--- src/rtl/mbx_pkg.sv ---
package mbx_pkg;
  typedef enum logic [1:0] {
    OWN_NONE = 2'd0,
    OWN_HOST = 2'd1,
    OWN_FW   = 2'd2
  } owner_t;

  // Strobes from control to datapath
  typedef struct packed {
    logic memWrH;
    logic memWrF;
    logic cntWrH;
    logic cntWrF;
    logic maskWr;
    logic ctrlWrH;
    logic ctrlWrF;
    logic ownHost;
    logic ownFw;
  } strobe_t;

  localparam int LOCK_BIT     = 0;
  localparam int REQ_BIT      = 1;
  localparam int PEER_REQ_BIT = 2;
endpackage

--- src/rtl/mbx_ctrl.sv ---
module mbx_ctrl
  import mbx_pkg::*;
#(
  parameter int MEM_WORDS = 8,
  parameter int ADDR_W    = 4
) (
  input  logic              clk,
  input  logic              rstN,
  input  logic              hSel,
  input  logic              hWr,
  input  logic [ADDR_W-1:0] hAddr,
  input  logic              hLock,
  input  logic              fSel,
  input  logic              fWr,
  input  logic [ADDR_W-1:0] fAddr,
  input  logic              fLock,
  output strobe_t           str
);
  localparam int CTRL_A = MEM_WORDS;
  localparam int HCNT_A = MEM_WORDS + 1;
  localparam int FCNT_A = MEM_WORDS + 2;
  localparam int MASK_A = MEM_WORDS + 3;

  owner_t owner, ownerNext;
  logic hWe, fWe, hCtrl, fCtrl;

  assign hWe   = hSel && hWr;
  assign fWe   = fSel && fWr;
  assign hCtrl = hWe && (hAddr == ADDR_W'(CTRL_A));
  assign fCtrl = fWe && (fAddr == ADDR_W'(CTRL_A));

  // Lock arbitration: host has fixed priority on a tie
  always_comb begin
    ownerNext = owner;
    case (owner)
      OWN_NONE: begin
        if (hCtrl && hLock)      ownerNext = OWN_HOST;
        else if (fCtrl && fLock) ownerNext = OWN_FW;
      end
      OWN_HOST: if (hCtrl && !hLock) ownerNext = OWN_NONE;
      OWN_FW:   if (fCtrl && !fLock) ownerNext = OWN_NONE;
      default:  ownerNext = OWN_NONE;
    endcase
  end

  always_ff @(posedge clk or negedge rstN) begin
    if (!rstN) owner <= OWN_NONE;
    else       owner <= ownerNext;
  end

  always_comb begin
    str.memWrH  = hWe && (hAddr < ADDR_W'(MEM_WORDS));
    str.memWrF  = fWe && (fAddr < ADDR_W'(MEM_WORDS));
    str.cntWrH  = hWe && (hAddr == ADDR_W'(HCNT_A));
    str.cntWrF  = fWe && (fAddr == ADDR_W'(FCNT_A));
    str.maskWr  = hWe && (hAddr == ADDR_W'(MASK_A));
    str.ctrlWrH = hCtrl;
    str.ctrlWrF = fCtrl;
    str.ownHost = (owner == OWN_HOST);
    str.ownFw   = (owner == OWN_FW);
  end
endmodule

--- src/rtl/mbx_dp.sv ---
module mbx_dp
  import mbx_pkg::*;
#(
  parameter int MEM_WORDS = 8,
  parameter int ADDR_W    = 4
) (
  input  logic              clk,
  input  logic              rstN,
  input  strobe_t           str,
  input  logic [ADDR_W-1:0] hAddr,
  input  logic [31:0]       hWdata,
  input  logic [ADDR_W-1:0] fAddr,
  input  logic [31:0]       fWdata,
  output logic [31:0]       hRdata,
  output logic [31:0]       fRdata,
  output logic              fwIrq,
  output logic              hostIrq
);
  localparam int IDX_W  = $clog2(MEM_WORDS);
  localparam int CTRL_A = MEM_WORDS;
  localparam int HCNT_A = MEM_WORDS + 1;
  localparam int FCNT_A = MEM_WORDS + 2;
  localparam int MASK_A = MEM_WORDS + 3;

  logic [31:0] mem [MEM_WORDS];
  logic [31:0] hostCnt, fwCnt, mask;
  logic        reqHost, reqFw;
  logic [IDX_W-1:0] hIdx, fIdx;
  logic hostReqRise, fwReqRise, hostCntChg, fwCntChg;
  logic hWord0, fWord0;

  assign hIdx   = hAddr[IDX_W-1:0];
  assign fIdx   = fAddr[IDX_W-1:0];
  assign hWord0 = str.memWrH && (hIdx == '0);
  assign fWord0 = str.memWrF && (fIdx == '0);

  assign hostReqRise = str.ctrlWrH && hWdata[REQ_BIT] && !reqHost;
  assign fwReqRise   = str.ctrlWrF && fWdata[REQ_BIT] && !reqFw;
  assign hostCntChg  = str.cntWrH && (hWdata != hostCnt);
  assign fwCntChg    = str.cntWrF && (fWdata != fwCnt);

  always_ff @(posedge clk or negedge rstN) begin
    if (!rstN) begin
      for (int i = 0; i < MEM_WORDS; i++) mem[i] <= '0;
      hostCnt <= '0;
      fwCnt   <= '0;
      mask    <= '0;
      reqHost <= 1'b0;
      reqFw   <= 1'b0;
      fwIrq   <= 1'b0;
      hostIrq <= 1'b0;
    end else begin
      // host write placed last so it wins a same-word collision
      if (str.memWrF) mem[fIdx] <= fWdata;
      if (str.memWrH) mem[hIdx] <= hWdata;
      if (str.cntWrH) hostCnt <= hWdata;
      if (str.cntWrF) fwCnt   <= fWdata;
      if (str.maskWr) mask    <= hWdata;
      // own control write takes precedence over the peer's word-0 consume
      if (str.ctrlWrH)  reqHost <= hWdata[REQ_BIT];
      else if (fWord0)  reqHost <= 1'b0;
      if (str.ctrlWrF)  reqFw   <= fWdata[REQ_BIT];
      else if (hWord0)  reqFw   <= 1'b0;
      fwIrq   <= (hostReqRise && !mask[0])  || (hostCntChg && !mask[1]);
      hostIrq <= (fwReqRise   && !mask[16]) || (fwCntChg   && !mask[17]);
    end
  end

  function automatic logic [31:0] rdMux(input logic [ADDR_W-1:0] a,
                                        input logic own, input logic myReq,
                                        input logic peerReq);
    logic [31:0] r;
    r = '0;
    if (a < ADDR_W'(MEM_WORDS)) r = mem[a[IDX_W-1:0]];
    else if (a == ADDR_W'(CTRL_A)) begin
      r[LOCK_BIT]     = own;
      r[REQ_BIT]      = myReq;
      r[PEER_REQ_BIT] = peerReq;
    end
    else if (a == ADDR_W'(HCNT_A)) r = hostCnt;
    else if (a == ADDR_W'(FCNT_A)) r = fwCnt;
    else if (a == ADDR_W'(MASK_A)) r = mask;
    return r;
  endfunction

  assign hRdata = rdMux(hAddr, str.ownHost, reqHost, reqFw);
  assign fRdata = rdMux(fAddr, str.ownFw, reqFw, reqHost);
endmodule

--- src/rtl/mbx_top.sv ---
module mbx_top
  import mbx_pkg::*;
#(
  parameter int MEM_WORDS = 8,
  parameter int ADDR_W    = 4
) (
  input  logic              clk,
  input  logic              rstN,
  input  logic              hSel,
  input  logic              hWr,
  input  logic [ADDR_W-1:0] hAddr,
  input  logic [31:0]       hWdata,
  output logic [31:0]       hRdata,
  input  logic              fSel,
  input  logic              fWr,
  input  logic [ADDR_W-1:0] fAddr,
  input  logic [31:0]       fWdata,
  output logic [31:0]       fRdata,
  output logic              fwIrq,
  output logic              hostIrq
);
  strobe_t str;

  mbx_ctrl #(.MEM_WORDS(MEM_WORDS), .ADDR_W(ADDR_W)) ctrl_i (
    .clk(clk), .rstN(rstN),
    .hSel(hSel), .hWr(hWr), .hAddr(hAddr), .hLock(hWdata[LOCK_BIT]),
    .fSel(fSel), .fWr(fWr), .fAddr(fAddr), .fLock(fWdata[LOCK_BIT]),
    .str(str)
  );

  mbx_dp #(.MEM_WORDS(MEM_WORDS), .ADDR_W(ADDR_W)) dp_i (
    .clk(clk), .rstN(rstN), .str(str),
    .hAddr(hAddr), .hWdata(hWdata), .fAddr(fAddr), .fWdata(fWdata),
    .hRdata(hRdata), .fRdata(fRdata), .fwIrq(fwIrq), .hostIrq(hostIrq)
  );
endmodule

--- config.mk ---
export PLATFORM = sky130hd
export DESIGN_NAME = mbx_top
export DESIGN_NICKNAME = d
export VERILOG_FILES = /design/src/rtl/mbx_pkg.sv /design/src/rtl/mbx_ctrl.sv /design/src/rtl/mbx_dp.sv /design/src/rtl/mbx_top.sv
export SDC_FILE = /design/constraint.sdc
export NUM_CORES = 1
export LEC_CHECK = 0
export ABC_CLOCK_PERIOD_IN_PS = 2500
export CORE_ASPECT_RATIO = 0.7
export CORE_MARGIN = 3
export CORE_UTILIZATION = 30
export CTS_CLUSTER_DIAMETER = 60
export CTS_CLUSTER_SIZE = 28
export DETAILED_ROUTE_END_ITERATION = 8
export PLACE_DENSITY = 0.58
export RECOVER_POWER = 25
export SLEW_MARGIN = 25
export SYNTH_ARGS = -nofsm -noshare
export SYNTH_HDL_FRONTEND = slang
export SYNTH_SLANG_ARGS = --single-unit
--- constraint.sdc ---
create_clock -name clk -period 2.5 [get_ports clk]
set_input_delay 0.5 -clock clk [delete_from_list [all_inputs] [get_ports clk]]
set_output_delay 0.5 -clock clk [all_outputs]
set_load 0.1 [all_outputs]
==> impl_metrics.toml <==
[logic_synthesis]
synth.top_cells.by_area = "dfrtp_1 (40%), mux2i_1 (14%), mux4_2 (14%)"
synthDominantAreaCellType = "dfrtp_1"
netlist_top_cells_count = "dfrtp_1 (358), mux2i_1 (320), nor2_1 (164), a21oi_1 (161), mux4_2 (134)"
synth_largest_type_area_fraction = 0.4036
synth_enable_flop_cells = 0
synthArstFlopShare = 1.000
yosysSeqAreaShare = 0.4036
yosys_most_used_dff = "dfrtp_1"
netlist-cell-type-count = 54
post_synthesis_cell_count = 2009
mappedNetlistNets = 2087
ys.warnings.count = 0
post-synth-top-count-cell = "dfrtp_1"
mappedNetlistArea_mm2 = 0.02220
post_synth.cell_area_avg_um2 = 11.05
postSynthRegisterBits = 358

[pwr]
pwr-share-seq = 0.378
p_leak_uw = 0.01245
switching_power_uw = 8366
power_report.internal_total_uw = 13880
power.switching_fraction = 0.3761
clkPwrFrac = 0.227
combPwrFrac = 0.395
ir_worst_vdd_mv = 0.4589
power-per-cell-area_mw_per_mm2 = 755.6

[critical_path]
worst_ep_required_time_ps = 2000
critical_path_peak_fanout = 3
criticalPathCategory = "flop to output port"
crit_path_start_kind = "flop"
critical_path.endpoint_type = "output port"
arrival_ps = 2210

[flow_run]
max_cap_viol_count = 2

[outcome]
failed_checks = "capacitance limit, slew limit, setup timing"
run_status = "finished with violations"

[clock_network]
worstSkewPairLatency_ps = 600
clock_tree_from_tritoncts = "built"
clock-root-buffer = "clkbuf_16"
cts.sink_count = 358
tritoncts.num_buffers = 28
htreeDepth = 1
clk_transition_reported_paths_ps = 80
cts_buffer_depth = 3

[cells_and_area]
final_nets = 2345
finish.instance_area_mm2 = 0.02944
number_of_fill_cells = 6858
final_layout_size_suffix_gt1_frac = 0.3588
multi_input_area_mm2 = 0.01290
final_cells = 3255
seqCellArea_mm2 = 0.008961
layout-area-overhead-vs-synth_pct = 32.64

[global_route]
global_route.overflow_total = 0
grt_start_max_net_pins = 96
first_global_vias = 18180
grt_pass1_wl_um = 124700
gr-usage-all-layers = 0.2155
antenna_found_initial = 1

[placement]
postPlaceCellArea_mm2 = 0.02746
number_of_buffers_inserted_by_port_buffering = 143
finalWeightedCongestion = 0.8715
pre_cts_ws_ps = -316.8
hpwl_dp_um = 57400
dp_cells = 3152

[detailed_routing]
route.detailed.drc = 0
drt_first_iter_violations = 1978
route.detailed.vias_per_inst = 5.559
drtPass1Iterations = 8
drtAntennaViolNets = 0
avgRoutedWirePerCell_um = 25.94
routed_wl_um = 84420
via_count = 18090

[timing]
final_min_period_over_clock_period = 1.085
setup-violations-final = 34
grt_setup_unrepaired = "yes"
timing.final.max_slew_violations = 137
final.setup.tns_ps = -2320
setup_ws_ps = -213.1
clock-skew-final_ps = 13.00
final_hold_viol_count = 0
max_slew_margin = -0.2147
tightest_slew_ps = 1822
fmaxAchievable_mhz = 368.6
timing.final.crit_period_ps = 2713

[min_path]
hold_path_class = "primary input to flop"

[floorplan]
floorplan.die.height_um = 233.6
fp-row-count = 82
dieWidth_um = 331.1
io_pins = 144
die-area_mm2 = 0.07734
fp.coreArea_mm2 = 0.07243
starting_density = 0.3064
==> kinds of logic (layout without fill, tap and decap cells) <==
logic type / after synthesis / count (layout) / share of synthesized area
and+or+nand+nor: 355 / 355 / 0.07243
xor gates and xnor gates: 64 / 64 / 0.02525
DFF: 358 / 358 / 0.4036
AOI/OAI and AO/OA: 417 / 417 / 0.1069
muxes: 549 / 549 / 0.3284
buffers and inverters: 266 / 545 / 0.06336
other: 0 / 1 / 0
==> power groups by stage <==
stage	Combinational (uW)	Clock, uW	Sequential (uW)
2_1_floorplan	5460	0	8100
3_3_place_gp	7940	0	8370
3_5_place_dp	8100	0	8510
4_1_cts	8550	5100	8380
5_1_grt	9290	5320	8610
6_report	8780	5050	8420
==> area by class of cell <==
type | count | area share
clock buffers | 31 | 0.02524
repair buffers | 457 | 0.1773
flip-flops and latches | 358 | 0.3044
well taps | 966 | 0.04105
clock inverters | 20 | 0.009094
diodes | 1 | 0.00008499
multi-input cells | 1385 | 0.4382
inverters | 37 | 0.004717
==> worst max-delay path, stage by stage, from the launching register on <==
cell and delay [ps]:
dfrtp_1 420, inv_2 70, o21bai_1 80, mux4_2 500, mux2i_4 230, o22ai_4 130, buf_12 190
==> per-stage QoR <==
step | hold WS (ps) | util | power [uW]
after floorplan | 204.4 | - | 13560
after global placement | 464.6 | 0.3791 | 16310
after detailed placement | 491.2 | 0.3791 | 16610
after CTS | 407.2 | 0.4026 | 22040
after global routing | 457.8 | 0.4065 | 23220
final | 423.6 | 0.4065 | 22250
==> layer usage <==
metal | routed length (um) | part of all wire | global-route usage
met1 | 36710 | 0.43 | 0.3074
met2 | 38030 | 0.45 | 0.3287
met3 | 7538 | 0.089 | 0.05107
met4 | 2144 | 0.025 | 0.05269
met5 | 0 | 0 | 0
==> registers in the layout, indices dropped and copies added (netlist names) <==
signal,count
ctrl_i.owner,2
dp_i.fwCnt,32
dp_i.fwIrq,1
dp_i.hostCnt,32
dp_i.hostIrq,1
dp_i.mask,32
dp_i.mem,256
dp_i.reqFw,1
dp_i.reqHost,1
==> cell usage in the layout (no fill, tap or decap), types with 4 or more instances in the layout <==
cell type,Yosys,routed
o21ai_0,81,41
buf_12,3,118
xor2_1,32,32
o21ai_2,0,17
buf_6,26,8
dfrtp_1,358,356
o21ai_4,0,41
clkbuf_16,0,29
nor4_1,10,10
clkinv_8,0,6
buf_16,0,5
nand4_1,10,10
o22ai_4,0,14
nand3b_1,7,7
mux2_2,93,93
mux4_2,134,134
inv_8,0,4
buf_4,24,247
clkdlybuf4s50_1,0,68
nand2_2,4,7
a21oi_1,161,161
o211ai_1,29,29
xnor2_1,32,32
nand2_1,131,128
a222oi_1,29,29
mux2i_4,0,11
o22ai_2,0,18
mux2i_1,320,295
inv_1,36,30
nor2_1,164,164
mux2i_2,0,14
inv_2,1,7
o21ai_1,79,61
==> timing repair <==
action	CTS	global route
hold buffers	1	0
pin swaps	35	27
buffers inserted	40	12
endpoints found under the hold margin	144	0
resized for setup	88	50
gates cloned	3	0
endpoints found under the setup margin	60	63
==> final timing paths <==
path,startpoint,to,cells after the start,slack (ps)
hold reg to reg,dp_i.mask[30]$_DFFE_PN0P_,dp_i.mask[30]$_DFFE_PN0P_,1,530
min in group asynchronous,rstN,dp_i.mem[28]$_DFF_PN0_,3,640
setup / recovery,ctrl_i.owner[0]$_DFFE_PN0P_,hRdata[0],6,-210
max in group asynchronous,rstN,dp_i.mem[52]$_DFF_PN0_,3,230
setup reg to reg,dp_i.fwCnt[20]$_DFFE_PN0N_,dp_i.hostIrq$_DFF_PN0_,7,290
hold / removal,fAddr[2],dp_i.reqFw$_DFFE_PN0P_,4,420
(Power assumes the default switching activity.)
